==> src/rtl/misc_reg_pkg.sv <==
package misc_reg_pkg;

  typedef enum logic [1:0] {
    OP_NONE   = 2'd0,
    OP_PLAIN  = 2'd1,
    OP_MODIFY = 2'd2,
    OP_OR     = 2'd3
  } misc_op_e;

  // Word offset of the plain register for each layout.
  function automatic logic [31:0] plain_word_off(input int variant);
    return (variant == 0) ? 32'h0000_4020 : 32'h0000_6080;
  endfunction

endpackage

==> src/rtl/misc_addr_decode.sv <==
module misc_addr_decode
  import misc_reg_pkg::*;
#(
  parameter int ADDR_W  = 32,
  parameter int VARIANT = 0
) (
  input  logic [ADDR_W-1:0] addr,
  output misc_op_e          op
);

  localparam int WORD_W = ADDR_W - 3;
  localparam logic [31:0] BASE32 = plain_word_off(VARIANT);
  localparam logic [WORD_W-1:0] BASE_OFF = WORD_W'(BASE32);
  localparam logic [WORD_W-1:0] MOD_OFF  = WORD_W'(BASE32 + 32'd1);
  localparam logic [WORD_W-1:0] OR_OFF   = WORD_W'(BASE32 + 32'd2);

  logic [WORD_W-1:0] word_off;
  logic              unused_lsb;

  assign word_off   = addr[ADDR_W-1:3];
  assign unused_lsb = ^addr[2:0];

  always_comb begin
    if (word_off == BASE_OFF)     op = OP_PLAIN;
    else if (word_off == MOD_OFF) op = OP_MODIFY;
    else if (word_off == OR_OFF)  op = OP_OR;
    else                          op = OP_NONE;
  end

endmodule

==> src/rtl/misc_reg_core.sv <==
module misc_reg_core
  import misc_reg_pkg::*;
#(
  parameter int DATA_W  = 64,
  parameter int IMPL_W  = 16,
  parameter int VARIANT = 0
) (
  input  logic              clk,
  input  logic              rst,
  input  logic              upd_en,
  input  misc_op_e          op,
  input  logic [DATA_W-1:0] wdata,
  output logic [IMPL_W-1:0] field_q,
  output logic              irq
);

  localparam int LO_W = DATA_W - IMPL_W;

  logic [IMPL_W-1:0] hi_w;
  logic [IMPL_W-1:0] mod_val;
  logic [IMPL_W-1:0] nxt;
  logic              unused_lo;

  assign hi_w      = wdata[DATA_W-1:LO_W];
  assign unused_lo = ^wdata[LO_W-1:0];

  generate
    if (VARIANT == 0) begin : g_and
      assign mod_val = field_q & hi_w;
    end else begin : g_clear
      assign mod_val = '0;
    end
  endgenerate

  always_comb begin
    case (op)
      OP_PLAIN:  nxt = hi_w;
      OP_MODIFY: nxt = mod_val;
      OP_OR:     nxt = field_q | hi_w;
      default:   nxt = field_q;
    endcase
  end

  always_ff @(posedge clk) begin
    if (rst) begin
      field_q <= '0;
      irq     <= 1'b0;
    end else if (upd_en) begin
      field_q <= nxt;
      irq     <= nxt[IMPL_W-1];
    end
  end

  // a plain write sets irq from the written top bit on the next edge
  assert_irq_plain_R2: assert property (@(posedge clk) disable iff (rst)
    (upd_en && op == OP_PLAIN) |=> irq == $past(wdata[DATA_W-1]));

  // the OR alias never clears a bit that was set
  assert_or_keeps_R4: assert property (@(posedge clk) disable iff (rst)
    (upd_en && op == OP_OR) |=> ((field_q & $past(field_q)) == $past(field_q)));

  generate
    if (VARIANT == 0) begin : g_chk_and
      // the AND alias never sets a bit that was clear
      assert_and_no_set_R4: assert property (@(posedge clk) disable iff (rst)
        (upd_en && op == OP_MODIFY) |=> ((field_q & ~$past(field_q)) == '0));
    end else begin : g_chk_clr
      // the clear alias empties the word
      assert_clear_R5: assert property (@(posedge clk) disable iff (rst)
        (upd_en && op == OP_MODIFY) |=> (field_q == '0 && !irq));
    end
  endgenerate

endmodule

==> src/rtl/misc_read_port.sv <==
module misc_read_port
  import misc_reg_pkg::*;
#(
  parameter int DATA_W = 64,
  parameter int IMPL_W = 16
) (
  input  logic              clk,
  input  logic              rst,
  input  logic              valid,
  input  logic              write,
  input  misc_op_e          op,
  input  logic [IMPL_W-1:0] field_q,
  output logic [DATA_W-1:0] rd_data,
  output logic              bad_addr
);

  localparam int LO_W = DATA_W - IMPL_W;

  always_ff @(posedge clk) begin
    if (rst) begin
      rd_data  <= '0;
      bad_addr <= 1'b0;
    end else begin
      rd_data  <= (valid && !write && op == OP_PLAIN) ? {field_q, {LO_W{1'b0}}} : '0;
      bad_addr <= valid && (op == OP_NONE);
    end
  end

  // the unstored low bits never appear on the read port
  assert_low_zero_R1: assert property (@(posedge clk) disable iff (rst)
    rd_data[LO_W-1:0] == '0);

  // an unmapped request is flagged on the following cycle
  assert_bad_pulse_R10: assert property (@(posedge clk) disable iff (rst)
    (valid && op == OP_NONE) |=> bad_addr);

  // alias and unmapped reads return zero
  assert_alias_read_zero_R6: assert property (@(posedge clk) disable iff (rst)
    (valid && !write && op != OP_PLAIN) |=> rd_data == '0);

endmodule

==> src/rtl/misc_reg_alias.sv <==
module misc_reg_alias
  import misc_reg_pkg::*;
#(
  parameter int ADDR_W  = 32,
  parameter int DATA_W  = 64,
  parameter int IMPL_W  = 16,
  parameter int VARIANT = 0
) (
  input  logic              clk,
  input  logic              rst,
  input  logic              req_valid,
  input  logic              req_write,
  input  logic [ADDR_W-1:0] req_addr,
  input  logic [DATA_W-1:0] req_wdata,
  output logic [DATA_W-1:0] rd_data,
  output logic              irq,
  output logic              bad_addr
);

  misc_op_e          op;
  logic              upd_en;
  logic [IMPL_W-1:0] field_q;

  assign upd_en = req_valid && req_write && (op != OP_NONE);

  misc_addr_decode #(.ADDR_W(ADDR_W), .VARIANT(VARIANT)) u_dec (
    .addr (req_addr),
    .op   (op)
  );

  misc_reg_core #(.DATA_W(DATA_W), .IMPL_W(IMPL_W), .VARIANT(VARIANT)) u_core (
    .clk     (clk),
    .rst     (rst),
    .upd_en  (upd_en),
    .op      (op),
    .wdata   (req_wdata),
    .field_q (field_q),
    .irq     (irq)
  );

  misc_read_port #(.DATA_W(DATA_W), .IMPL_W(IMPL_W)) u_rd (
    .clk      (clk),
    .rst      (rst),
    .valid    (req_valid),
    .write    (req_write),
    .op       (op),
    .field_q  (field_q),
    .rd_data  (rd_data),
    .bad_addr (bad_addr)
  );

  // an unmapped write leaves the word alone
  assert_unmapped_hold_R7: assert property (@(posedge clk) disable iff (rst)
    (req_valid && req_write && op == OP_NONE) |=> $stable(field_q));

  // irq follows the stored top bit after every mapped write
  assert_irq_after_write_R2: assert property (@(posedge clk) disable iff (rst)
    upd_en |=> irq == field_q[IMPL_W-1]);

endmodule

==> config.mk <==
export PLATFORM = sky130hd
export DESIGN_NAME = misc_reg_alias
export DESIGN_NICKNAME = d
export VERILOG_FILES = /design/src/rtl/misc_reg_pkg.sv /design/src/rtl/misc_addr_decode.sv /design/src/rtl/misc_reg_core.sv /design/src/rtl/misc_read_port.sv /design/src/rtl/misc_reg_alias.sv
export SDC_FILE = /design/constraint.sdc
export NUM_CORES = 1
export LEC_CHECK = 0
export BUFFER_PORTS_ARGS = -buffer_cell sky130_fd_sc_hd__buf_2
export CORE_MARGIN = 2
export CORE_UTILIZATION = 30
export DETAILED_ROUTE_END_ITERATION = 6
export HOLD_SLACK_MARGIN = 0.02
export MAX_ROUTING_LAYER = met4
export PLACE_DENSITY = 0.7
export SLEW_MARGIN = 0
export SYNTH_ARGS = -nofsm -noshare
export SYNTH_HDL_FRONTEND = slang
export SYNTH_SLANG_ARGS = --single-unit
==> constraint.sdc <==
create_clock -name clk -period 2.9 [get_ports clk]
set_clock_uncertainty 0.15 [all_clocks]
set_input_delay 0.29 -clock clk [delete_from_list [all_inputs] [get_ports clk]]
set_output_delay 0.29 -clock clk [all_outputs]
set_load 0.05 [all_outputs]
==> run_results.csv <==
group,metric,value,unit
run_status,outcome,"complete, no violations",
clock_network,cts_setup_buffers,0,
setup_path,crit_path_max_fanout,10,
setup_path,path_buf_inv,2,
yosys,ys_ff_latch,33,
clock_network,clockBufferDepth,2,
setup_path,r2r_setup_slack,2.04,ns
hold_path,worstHoldStart,"rst",
clock_network,cts_tree,"done",
drt,vias_per_cell,4.31,
setup_path,slowest_stage,"or4_1",
yosys,netlist_instances,167,
layout,drive_gt1_share,39.1,%
timing,final-setup-viol-count,0,
timing,tns,0,ns
setup_path,path_delay_family,"simple AND/OR/NAND/NOR gates",
flow_run,cap_violations,0,
power,cellLeakagePower,1.01,nW
setup_path,r2r-start,"u_core.field_q[13]$_SDFFE_PP0P_",
hold_path,hold_depth,2,
yosys,synth_edf_count,0,
grt,grt_max_degree,20,
placement,gp_congestion,0.705,
clock_network,cts_resized,0,
yosys,yosysTopAreaCell,"dfxtp_1",
timing,finalWorstSetupSlack,0.559,ns
setup_path,critical-path-top-cell-by-count,"or4_1",
grt,grt_pass1_wl,5770,µm
power,peakVddDrop,201,µV
timing,maxSlewViolCount,0,
yosys,synth_most_common_cell,"buf_4",
setup_path,start_kind,"input port",
timing,clock.fmax,0.427,GHz
floorplanning,initial_core_util,31.2,%
setup_path,critPathRequiredTime,2.93,ns
yosys,ys.flop_type,"dfxtp_1",
grt,antenna_found_initial,0,
power,p_clk_share,33.0,%
grt,grt_pass1_vias,1218,
power,pwr-share-comb,20.2,%
placement,dp_slack,0.255,ns
clock_network,numCtsBuffers,5,
layout,fillers,597,
floorplanning,dieArea,0.00639,mm²
setup_path,crit_path_cell_trace,"buf_2, or4_1, or2_1, or4_1, buf_4, nor4b_2",
yosys,synthTopCellsByCount,"buf_4 (48), dfxtp_1 (33), a21o_1 (13), o311a_1 (13), clkbuf_1 (8)",
drt,avgRoutedWirePerCell,12.1,µm
power,intPower,648,µW
hold_path,whs_endpoint,"u_rd.bad_addr$_SDFF_PP0_",
floorplanning,die_w,79.9,µm
floorplanning,rows,27,
yosys,async_flop_share,0,%
clock_network,path_clk_slew,0.06,ns
clock_network,clockRootBuffer,"clkbuf_8",
power,seq_power_share,46.8,%
clock_network,insertion_delay,0.27,ns
clock_network,cts_hold_buf,0,
power,p_sw_share,33.2,%
drt,routed_wl,3690,µm
setup_path,cpPeakStageDelay,0.64,ns
layout,finalNetCount,332,
yosys,synth_cell_types,33,
setup_path,rr_worst_depth,3,
clock_network,h-tree-depth,2,
drt,first_pass_iters,4,
yosys,synth_area_leaders,"dfxtp_1 (38%), buf_4 (21%), o311a_1 (7.5%)",
drt,vias,1316,
placement,place_hpwl,2700,µm
timing,tightest_slew,0.587,ns
timing,maxSlewHeadroom,60.8,%
yosys,avgSynthCellArea,10.4,µm²
placement,portBuffers,66,
power,power_density,481,mW/mm²
layout,antenna_cells,0,
yosys,yosysWarnings,0,
drt,remaining_drc_errors,0,
clock_network,cts_sinks,33,
setup_path,crit_type,"in -> reg",
floorplanning,die-height,79.9,µm
power,total_power,971,µW
grt,grt_overflow,0,
setup_path,arrival,2.37,ns
yosys,synth_area,0.00173,mm²
floorplanning,pin_count,166,
power,power.net_switching,323,µW
yosys,yosysSeqAreaShare,38.2,%
timing,finalHoldViolCount,0,
setup_path,end_kind,"register",
layout,area_growth,16.9,%
hold_path,min_path_type,"in -> reg",
grt,track_usage,11.9,%
timing,rsz0062_at_grt,"false",
yosys,yosys.area.top_type_share,38.2,%
drt,postRouteAntennaNets,0,
drt,drt_iter0_drc,61,
timing,fin_crit_sh,80.7,%
timing,period_needed,2.34,ns
setup_path,rr_endpoint,"u_core.field_q[13]$_SDFFE_PP0P_",
floorplanning,core,0.00554,mm²
## through the flow
| step | std cells | utilization (%) | hold slack (ns) | cell area, µm² |
|---|---|---|---|---|
| 2_1_floorplan | 214 | - | 0.216 | 1910 |
| 3_3_place_gp | 297 | 35.0 | 0.299 | 1940 |
| 3_5_place_dp | 297 | 35.0 | 0.305 | 1940 |
| 4_1_cts | 305 | 36.5 | 0.0569 | 2020 |
| 5_1_grt | 305 | 36.5 | 0.0620 | 2020 |
| 6_report | 305 | 36.5 | 0.0628 | 2020 |
## state kept, by name, indices dropped and copies added (netlist names)
name,count
u_core.field_q,16
u_rd.rd_data,16
u_rd.bad_addr,1
## logic make-up (layout without fill, tap and decap cells)
kind of cell | count (synthesis) | after routing | synth area share (%)
other | 1 | 48 | 0.217
AOI/OAI and AO/OA | 33 | 33 | 16.5
buffers and inverters | 64 | 83 | 25.8
DFF | 33 | 33 | 38.2
and+or+nand+nor | 36 | 36 | 19.3
## power groups by stage
stage	Combinational, mW	Sequential [mW]	Clock [mW]
2_1_floorplan	0.203	0.467	0
3_3_place_gp	0.195	0.464	0
3_5_place_dp	0.196	0.464	0
4_1_cts	0.196	0.454	0.333
5_1_grt	0.205	0.454	0.352
6_report	0.197	0.454	0.320
## final cells by class
cell class | count | area [µm²] | share of cell area [%]
Multi-Input combinational cell | 117 | 805 | 39.8
Sequential cell | 33 | 661 | 32.7
Timing Repair Buffer | 71 | 368 | 18.2
Tap cell | 72 | 90.1 | 4.46
Clock buffer | 6 | 72.6 | 3.59
Inverter | 4 | 15.0 | 0.743
Clock inverter | 2 | 10.0 | 0.495
## worst max path at each step
stage | startpoint | end | slack (ns) | depth (start not counted)
3_5_place_dp | req_addr[31] | u_rd.rd_data[51]$_SDFF_PP0_ | 0.25 | 6
2_1_floorplan | req_addr[31] | u_core.field_q[10]$_SDFFE_PP0P_ | 0.59 | 6
3_3_place_gp | req_addr[31] | u_rd.rd_data[62]$_SDFF_PP0_ | 0.29 | 6
4_1_cts | req_addr[31] | u_rd.rd_data[51]$_SDFF_PP0_ | 0.55 | 6
5_1_grt | req_addr[14] | u_rd.rd_data[49]$_SDFF_PP0_ | 0.49 | 6
6_report | req_addr[31] | u_rd.rd_data[52]$_SDFF_PP0_ | 0.56 | 6
## metal layers
metal	vias to the layer above	wire, µm	track usage [%]
met5	-	0	-
met1	606	1560	13.5
li1	646	-	-
met4	0	31	3.05
met2	59	1780	20.4
met3	5	320	3.73
## cells in the final DEF, fill, tap and decap left out
master | synthesis | layout
a2111oi_0 | 1 | 1
a21o_1 | 13 | 13
buf_2 | 1 | 66
buf_4 | 48 | 5
clkbuf_1 | 8 | 1
clkbuf_8 | 0 | 5
clkinv_2 | 0 | 2
conb_1 | 1 | 48
dfxtp_1 | 33 | 33
inv_1 | 4 | 4
nand2_1 | 2 | 2
nand2b_1 | 1 | 1
nand3b_1 | 1 | 1
nand4_1 | 1 | 1
nor2_1 | 1 | 1
nor3_2 | 0 | 1
nor3b_1 | 1 | 1
nor4_1 | 3 | 3
nor4_2 | 2 | 2
nor4b_1 | 6 | 6
nor4b_2 | 7 | 7
nor4b_4 | 1 | 1
nor4bb_1 | 1 | 1
o22ai_1 | 1 | 1
o2bb2ai_1 | 2 | 2
o311a_1 | 13 | 13
o31a_2 | 1 | 1
o31ai_1 | 2 | 2
or2_1 | 1 | 1
or2_2 | 1 | 1
or3_1 | 2 | 2
or4_1 | 4 | 4
Power figures use the tool's default switching activity.
